--- config.mk ---
export PLATFORM = sky130hd
export DESIGN_NAME = wdat_assembler
export DESIGN_NICKNAME = d
export VERILOG_FILES = /design/src/rtl/wdat_pkg.sv /design/src/rtl/wdat_beat_stage.sv /design/src/rtl/wdat_word_fifo.sv /design/src/rtl/wdat_assembler.sv
export SDC_FILE = /design/constraint.sdc
export NUM_CORES = 1
export LEC_CHECK = 0
export ABC_AREA = 0
export ABC_CLOCK_PERIOD_IN_PS = 1850
export CORE_MARGIN = 4
export CORE_UTILIZATION = 50
export CTS_CLUSTER_DIAMETER = 200
export DETAILED_ROUTE_END_ITERATION = 10
export GPL_TIMING_DRIVEN = 0
export PLACE_DENSITY = 0.81
export SLEW_MARGIN = 20
export SYNTH_ARGS = -nofsm -noshare
export SYNTH_HDL_FRONTEND = slang
export SYNTH_SLANG_ARGS = --single-unit
--- constraint.sdc ---
create_clock -name clk -period 1.85 [get_ports clk]
set_input_delay 0.185 -clock clk [delete_from_list [all_inputs] [get_ports clk]]
set_output_delay 0.185 -clock clk [all_outputs]
set_load 0.05 [all_outputs]
--- src/rtl/wdat_pkg.sv ---
package wdat_pkg;

  localparam int unsigned WDAT_BEAT_W = 72;
  localparam int unsigned WDAT_DEPTH  = 2;

  typedef enum logic {
    HALF_EMPTY = 1'b0,
    HALF_HELD  = 1'b1
  } half_e;

endpackage

--- src/rtl/wdat_beat_stage.sv ---
module wdat_beat_stage
  import wdat_pkg::*;
#(
  parameter int unsigned BEAT_W = WDAT_BEAT_W
) (
  input  logic                  clk,
  input  logic                  rst_n,
  input  logic                  beat_vld,
  input  logic [BEAT_W-1:0]     beat_data,
  input  logic                  beat_wrap,
  input  logic                  stall,
  output logic                  push,
  output logic [2*BEAT_W-1:0]   push_word,
  output logic                  held
);

  half_e             state_q, state_d;
  logic [BEAT_W-1:0] first_q;
  logic              wrap_q;
  logic              take_first;
  logic              take_second;

  // next-state logic
  always_comb begin
    take_first  = beat_vld && (state_q == HALF_EMPTY) && !stall;
    take_second = beat_vld && (state_q == HALF_HELD);
    state_d     = state_q;
    if (take_first) begin
      state_d = HALF_HELD;
    end else if (take_second) begin
      state_d = HALF_EMPTY;
    end
  end

  // state register
  always_ff @(posedge clk or negedge rst_n) begin
    if (!rst_n) begin
      state_q <= HALF_EMPTY;
    end else begin
      state_q <= state_d;
    end
  end

  // first-beat holding register, clock enabled
  always_ff @(posedge clk) begin
    if (take_first) begin
      first_q <= beat_data;
      wrap_q  <= beat_wrap;
    end
  end

  // word assembly: wrapped writes put the first beat in the upper half
  always_comb begin
    push = take_second;
    if (wrap_q) begin
      push_word = {first_q, beat_data};
    end else begin
      push_word = {beat_data, first_q};
    end
  end

  assign held = (state_q == HALF_HELD);

endmodule

--- src/rtl/wdat_word_fifo.sv ---
module wdat_word_fifo
  import wdat_pkg::*;
#(
  parameter int unsigned WORD_W = 2 * WDAT_BEAT_W,
  parameter int unsigned DEPTH  = WDAT_DEPTH
) (
  input  logic                            clk,
  input  logic                            rst_n,
  input  logic                            push,
  input  logic [WORD_W-1:0]               push_word,
  output logic                            out_vld,
  input  logic                            out_rdy,
  output logic [WORD_W-1:0]               out_word,
  output logic                            full,
  output logic [$clog2(DEPTH+1)-1:0]      fill
);

  localparam int unsigned PTR_W = (DEPTH > 1) ? $clog2(DEPTH) : 1;
  localparam int unsigned CNT_W = $clog2(DEPTH + 1);

  logic [WORD_W-1:0] slot_q [DEPTH];
  logic [PTR_W-1:0]  wr_ptr_q, wr_ptr_d;
  logic [PTR_W-1:0]  rd_ptr_q, rd_ptr_d;
  logic [CNT_W-1:0]  cnt_q, cnt_d;
  logic              pop;

  // next-state logic
  always_comb begin
    pop      = out_vld && out_rdy;
    wr_ptr_d = wr_ptr_q;
    rd_ptr_d = rd_ptr_q;
    cnt_d    = cnt_q;
    if (push) begin
      wr_ptr_d = (wr_ptr_q == PTR_W'(DEPTH - 1)) ? '0 : wr_ptr_q + 1'b1;
    end
    if (pop) begin
      rd_ptr_d = (rd_ptr_q == PTR_W'(DEPTH - 1)) ? '0 : rd_ptr_q + 1'b1;
    end
    if (push && !pop) begin
      cnt_d = cnt_q + 1'b1;
    end else if (pop && !push) begin
      cnt_d = cnt_q - 1'b1;
    end
  end

  // pointer and count registers
  always_ff @(posedge clk or negedge rst_n) begin
    if (!rst_n) begin
      wr_ptr_q <= '0;
      rd_ptr_q <= '0;
      cnt_q    <= '0;
    end else begin
      wr_ptr_q <= wr_ptr_d;
      rd_ptr_q <= rd_ptr_d;
      cnt_q    <= cnt_d;
    end
  end

  // one clock-enabled register per word slot
  for (genvar g = 0; g < DEPTH; g++) begin : g_slot
    logic slot_en;
    assign slot_en = push && (wr_ptr_q == PTR_W'(g));
    always_ff @(posedge clk) begin
      if (slot_en) begin
        slot_q[g] <= push_word;
      end
    end
  end

  assign out_vld  = (cnt_q != '0);
  assign out_word = slot_q[rd_ptr_q];
  assign full     = (cnt_q == CNT_W'(DEPTH));
  assign fill     = cnt_q;

endmodule

--- src/rtl/wdat_assembler.sv ---
module wdat_assembler
  import wdat_pkg::*;
#(
  parameter int unsigned BEAT_W = WDAT_BEAT_W,
  parameter int unsigned DEPTH  = WDAT_DEPTH
) (
  input  logic                  clk,
  input  logic                  rst_n,
  input  logic                  bus_vld,
  input  logic [BEAT_W-1:0]     bus_beat,
  input  logic                  bus_wrap,
  output logic                  bus_busy,
  output logic                  mem_vld,
  input  logic                  mem_rdy,
  output logic [2*BEAT_W-1:0]   mem_word
);

  localparam int unsigned WORD_W = 2 * BEAT_W;
  localparam int unsigned CNT_W  = $clog2(DEPTH + 1);

  logic [1:0]        rst_sync_q;
  logic              rst_core_n;
  logic              push;
  logic [WORD_W-1:0] push_word;
  logic              held;
  logic              full;
  logic [CNT_W-1:0]  fill;

  // asynchronous assertion, synchronous release
  always_ff @(posedge clk or negedge rst_n) begin
    if (!rst_n) begin
      rst_sync_q <= '0;
    end else begin
      rst_sync_q <= {rst_sync_q[0], 1'b1};
    end
  end
  assign rst_core_n = rst_sync_q[1];

  wdat_beat_stage #(
    .BEAT_W (BEAT_W)
  ) i_stage (
    .clk       (clk),
    .rst_n     (rst_core_n),
    .beat_vld  (bus_vld),
    .beat_data (bus_beat),
    .beat_wrap (bus_wrap),
    .stall     (full),
    .push      (push),
    .push_word (push_word),
    .held      (held)
  );

  wdat_word_fifo #(
    .WORD_W (WORD_W),
    .DEPTH  (DEPTH)
  ) i_fifo (
    .clk       (clk),
    .rst_n     (rst_core_n),
    .push      (push),
    .push_word (push_word),
    .out_vld   (mem_vld),
    .out_rdy   (mem_rdy),
    .out_word  (mem_word),
    .full      (full),
    .fill      (fill)
  );

  assign bus_busy = full;

endmodule

After elaboration in Yosys (flattened, before gate mapping)
Memory sizes are Yosys's and may differ from the RTL's.
Index checks and enable logic that the tools add are counted.
{"block": "totals", "ff_bits": 80, "latch_bits": 0, "ramBits": 288, "romBits": 0, "in_bits": 77, "out_inout_bits": 146, "wordCells": 44, "n_memories": 1}
{"name": "i_fifo.slot_q", "depth": 2, "width": 144, "rd": 1, "rd_ports_with_merged_regs": 0, "write_ports": 1, "line_no": "wdat_word_fifo.sv:21", "text": "logic [WORD_W-1:0] slot_q [DEPTH];"}
{"block": "classes", "addsub": 4, "multipliers": 0, "n_div": 0, "magnitude_cmp": 0, "eq_ne": 1, "shift": 0, "n_mux": 14, "bitwise_logic": 2, "n_reduce_logical": 15}
{"cell": "$mux W144", "count": 2}
{"cell": "$reduce_or A144 Y1", "count": 1}
{"cell": "$mux W1", "count": 10}
{"cell": "$logic_and A1 B1 Y1", "count": 8}
{"cell": "$reduce_bool A2 Y1", "count": 3}
{"cell": "$mux W2", "count": 2}
{"cell": "$logic_not A1 Y1", "count": 3}
{"cell": "$add A1 B1 Y1 const B", "count": 2}
{"cell": "$add A2 B1 Y2 const B", "count": 1}
{"cell": "$eq A2 B2 Y1 const B", "count": 1}
{"cell": "$not A1 Y1", "count": 2}
{"cell": "$sub A2 B1 Y2 const B", "count": 1}

Depth between registers and ports, before layout
{"block": "logic_depth", "ltp_word": 6, "ltp_mapped": 6, "ltp_nobuf": 6}

Cells and area by module
From an unflattened synthesis, not the netlist that was laid out.
{"block": "unflattened", "hier_cells": 705, "area_unflattened_um2": 15043.2}
{"mod": "wdat_word_fifo", "instances": 1, "cells_each": 464, "area_per_inst_um2": 10770.3, "seq_area_each_um2": 8748.4}
{"mod": "wdat_beat_stage", "instances": 1, "cells_each": 238, "area_per_inst_um2": 4219.0, "seq_area_each_um2": 2217.1}
{"mod": "wdat_assembler", "instances": 1, "cells_each": 3, "area_per_inst_um2": 53.8, "seq_area_each_um2": 50.0}

Worst setup path before layout
Ideal clock, no wire load.
{"block": "synth_path", "path_type": "reg2reg", "startpoint": "register i_stage.state_q, in the netlist i_stage.held", "endpoint": "memory i_fifo.slot_q[0][0] (netlist name) (enable)", "setup_time_ns": 0.649, "arrival_time_ns": 6.443, "required_ns": 1.201, "path_slack_ns": -5.242, "path_stages_with_launch": 3, "n_path_buf": 0, "synth_period_minus_slack_ns": 7.092, "cell_sequence": "dfrtp_1 -> nand2_1 -> nor2_1"}
{"block": "synth_between", "word_cells_on_any_way": 10, "cone_classes": "mux: 6; reduce/logical: 4"}
{"item": "from (decl)", "line_no": "wdat_beat_stage.sv:17", "text": "half_e state_q, state_d;"}
{"item": "from (signal assigned)", "line_no": "wdat_beat_stage.sv:40", "text": "state_q <= state_d;"}
{"item": "$logic_and A1 B1 Y1", "line_no": "wdat_beat_stage.sv:26", "text": "take_second = beat_vld && (state_q == HALF_HELD);"}
{"item": "$logic_and A1 B1 Y1", "line_no": "wdat_word_fifo.sv:62", "text": "assign slot_en = push && (wr_ptr_q == PTR_W'(g));"}
{"item": "net i_fifo.g_slot[0].slot_en", "line_no": "wdat_word_fifo.sv:61", "text": "logic slot_en;"}
{"item": "$mux W1", "line_no": "wdat_word_fifo.sv:64", "text": "if (slot_en) begin"}
{"item": "$mux W1 (implied by the code)", "line_no": "wdat_word_fifo.sv:65", "text": "slot_q[g] <= push_word;"}
{"item": "$mux W1 (no source line)"}
{"item": "to (decl)", "line_no": "wdat_word_fifo.sv:21"}
The timed path passes the listed nets, and every way through them passes these cells.

Worst setup path after layout
{"block": "layout_path", "startpoint": "register i_fifo.rd_ptr_q", "endpoint": "output port mem_word[91]"}
{"block": "layout_between", "elab_chain_cells": 1}
{"item": "from (decl)", "line_no": "wdat_word_fifo.sv:23", "text": "logic [PTR_W-1:0] rd_ptr_q, rd_ptr_d;"}
{"item": "from (signal assigned)", "line_no": "wdat_word_fifo.sv:54", "text": "rd_ptr_q <= rd_ptr_d;"}
{"item": "$mem_v2 Z2 W144"}
{"item": "to (decl)", "line_no": "wdat_assembler.sv:15", "text": "output logic [2*BEAT_W-1:0] mem_word"}
No other way between the ends.

==> impl_results.md <==
- Nets: 1,079
- Library cells used by synthesis: 18
- IO Port Bufs: 222
- Horiz. Die Dim: 181.4 um
- Clk_skew: 13.06 ps
- RSZ-0062 raised after global routing: yes
- Vias per std cell: roughly 5.3
- Initial Util: 0.5074
- Failing checks: setup timing
- Antenna-violating nets left: 0
- R2r setup slk: 80 ps
- Req. time, crit path: 1660 ps
- Fraction of layout cells with a size suffix above 1: 0.5403
- First-pass DRT Iterations: 5
- Critical Path Sink: mem_word[91]
- Count of non-filler cells in the finished layout: approximately 1,400
- Total of max-cap violations: 0
- Reg2reg end: i_fifo.slot_q[1][129]$_DFFE_PP_
- CTS Buf Count: 38
- First-pass GRT wire length: 46.22 mm
- Commonest non-fill, non-tap cell in the layout: edfxtp_1
- Vias: 7,468
- Final worst slack: -232.2 ps
- Die height: 181.4 um
- Core area: 29,640 um^2
- Status: complete, but fails checks
- Slowest CP cell: dfrtp_1
- Antenna violations before repair: 2
- Post-synth top area cell: edfxtp_1
- Peak VDD IR: approximately 0.0012 V
- Fin Setup TNS: -25,220 ps
- Fin crit share: 1.126
- CTS Buffer Depth: 3
- Placed instance count: 1,335
- Final min period: roughly 2100 ps
- DRC violations left: 0
- Syn_nets: 784
- Final Hold Viols: 0
- CP endpoint kind: output pin
- Worst r2r src: i_fifo.wr_ptr_q$_DFFE_PN0P_
- Synth warn: 0
- Synth top area share: 0.7208
- Fmax: 480.3 MHz
- Setup violators final: between 100 and 150
- WP data arrival: 1900 ps
- Placed wire-length estimate: around 20 mm
- Worst Path Class, Setup: reg2out
- Max-slew violation count: 0
- Avg WL per Cell: 21.19 um
- Area Overhead vs Synth: 28.93%
- Top Ports: 223
- Mapped Avg Cell Area: around 21 um^2
- CTS H-Tree Depth: 2
- CP cell instances: buf_12 > buf_16 > buf_12 > mux2_4 > buf_8
- Gpl congestion: between 0.7 and 0.8
- Mapped Cells: a little over 700
- Synthesized area: 15,040 um^2
- Largest cells by area after synthesis: edfxtp_1, mux2_2, mux2_4
- CP max stage delay: between 300 and 400 ps
- Largest net degree at the start of global routing: 53
- 1st-iter DRT viols: 398
- Crit path launch: i_fifo.rd_ptr_q$_DFFE_PN0P_
- Most frequent cells in the layout: edfxtp_1, mux2_2, mux2_4
- Crit Path Max Fanout: 11
- DIE AREA: between 30,000 and 40,000 um^2
- Worst r2r path cells: 3
- CP dominant cell by count: buf_12
- Clock slew at reported path FFs: 60 ps
- Lkg Pwr: about 7.2 nW
- TritonCTS clock tree: yes
- Tot GR Track Use: 0.1794
- Worst setup SP type: register
- Root Buffer: clkbuf_16
- Post-synthesis sequential area ratio: 0.7324
- Vias in the first global route: 8,060
- Synth Register Bits: 368
- Clock sink total: 368
- Total wire length: 30.13 mm
- # rows: between 60 and 70
- Pwr per Cell Area: 1719 nW/um^2
- Clock Latency Late Sink: 510 ps
- Hold WC Path Type: reg2async
- Total gr overflow: 0
-- report_power, final --
part,internal (mW),switching (mW)
logic,5.59,8.47
clock network,4.51,2.99
registers,11.3,0.459
total,21.4,11.9
-- routing by layer --
| layer | wire length, um | global-route usage | vias up |
|---|---|---|---|
| met5 | 20 | 0 | - |
| met3 | 1835 | 0.04467 | 56 |
| li1 | - | - | 3403 |
| met1 | 12000 | 0.2210 | 3792 |
| met4 | 816 | 0.05404 | 2 |
| met2 | 15460 | 0.3150 | 215 |
-- area by class of cell --
class | count | area [um^2]
plain buffers | 32 | 382.9
flip-flops and latches | 368 | 11020
clock buffers | 55 | 1089
diodes | 1 | 2.502
fillers | 2014 | 10250
well taps | 390 | 488.0
multi-input cells | 304 | 3801
repair buffers | 255 | 2455
clock inverters | 15 | 147.6
inverters | 2 | 7.507
-- sequential cells by signal, indices dropped and copies added (netlist names) --
signal,flops
i_fifo.slot_q,288
i_stage.first_q,72
i_fifo.fill,2
rst_sync_q,2
i_fifo.rd_ptr_q,1
i_fifo.wr_ptr_q,1
i_stage.held,1
i_stage.wrap_q,1
-- how the worst min path moves through the flow --
stage                                        from                     endpoint  slack (ps)
after floorplan                             rst_n      rst_sync_q[0]$_DFF_PN0_        -110
after global placement    rst_sync_q[1]$_DFF_PN0_   i_fifo.fill[1]$_DFFE_PN0P_          80
after detailed placement  rst_sync_q[1]$_DFF_PN0_   i_fifo.fill[1]$_DFFE_PN0P_          90
after CTS                 rst_sync_q[1]$_DFF_PN0_  i_fifo.wr_ptr_q$_DFFE_PN0P_          90
after global routing      rst_sync_q[1]$_DFF_PN0_   i_fifo.fill[0]$_DFFE_PN0P_         110
final                     rst_sync_q[1]$_DFF_PN0_   i_fifo.fill[0]$_DFFE_PN0P_          70
-- cells in the mapped netlist --
cell type  number
mux2_2        178
nand2_1         2
edfxtp_1      361
or2_2           1
nor2_1          2
xor2_1          2
conb_1          1
ha_1            1
inv_1           2
mux2_4        110
a21o_1          1
nor3_1          1
nor2b_1         1
and3_1          1
xnor2_1         3
buf_6          15
buf_2          17
dfrtp_1         7
-- cells by family after synthesis --
kind of cell / Yosys count / share of synthesized area
AO/OA/AOI/OAI: 1 / 0.0004994
multiplexers: 288 / 0.2431
AND/OR/NAND/NOR: 8 / 0.002580
adder cells (fa/ha/maj): 1 / 0.0008318
XOR/XNOR: 5 / 0.002912
buffers and inverters: 34 / 0.01739
flip-flops: 368 / 0.7324
other: 1 / 0.0002493
-- worst max-delay path, delay by kind of cell, from the launching register on --
| kind | cells | cell delay (ps) |
|---|---|---|
| multiplexers | 1 | 320 |
| buffers and inverters | 4 | 660 |
| flip-flops | 1 | 380 |
-- per-stage QoR --
stage          power (mW)  hold slack (ps)  area [um^2]  setup WS (ps)    util
6_report            33.32            70.25        19390         -232.2  0.6542
5_1_grt             34.62            107.1        19390         -293.8  0.6542
4_1_cts             33.51            89.01        19260         -248.4  0.6498
3_5_place_dp        25.80            85.62        18130         -437.3  0.6116
3_3_place_gp        25.32            80.11        17780          -2781  0.5999
2_1_floorplan       21.46           -110.6        15070          -1240       -
-- timing repair --
item / in CTS / in global routing
gates resized for setup: 906 / 12
cloned: 1 / 0
buffers inserted: 0 / 14
hold buffers: 1 / 0
hold endpoints to repair: 2 / 0
pin swaps: 2 / 2
setup endpoints to repair: 218 / 232
(Power assumes the default switching activity.)
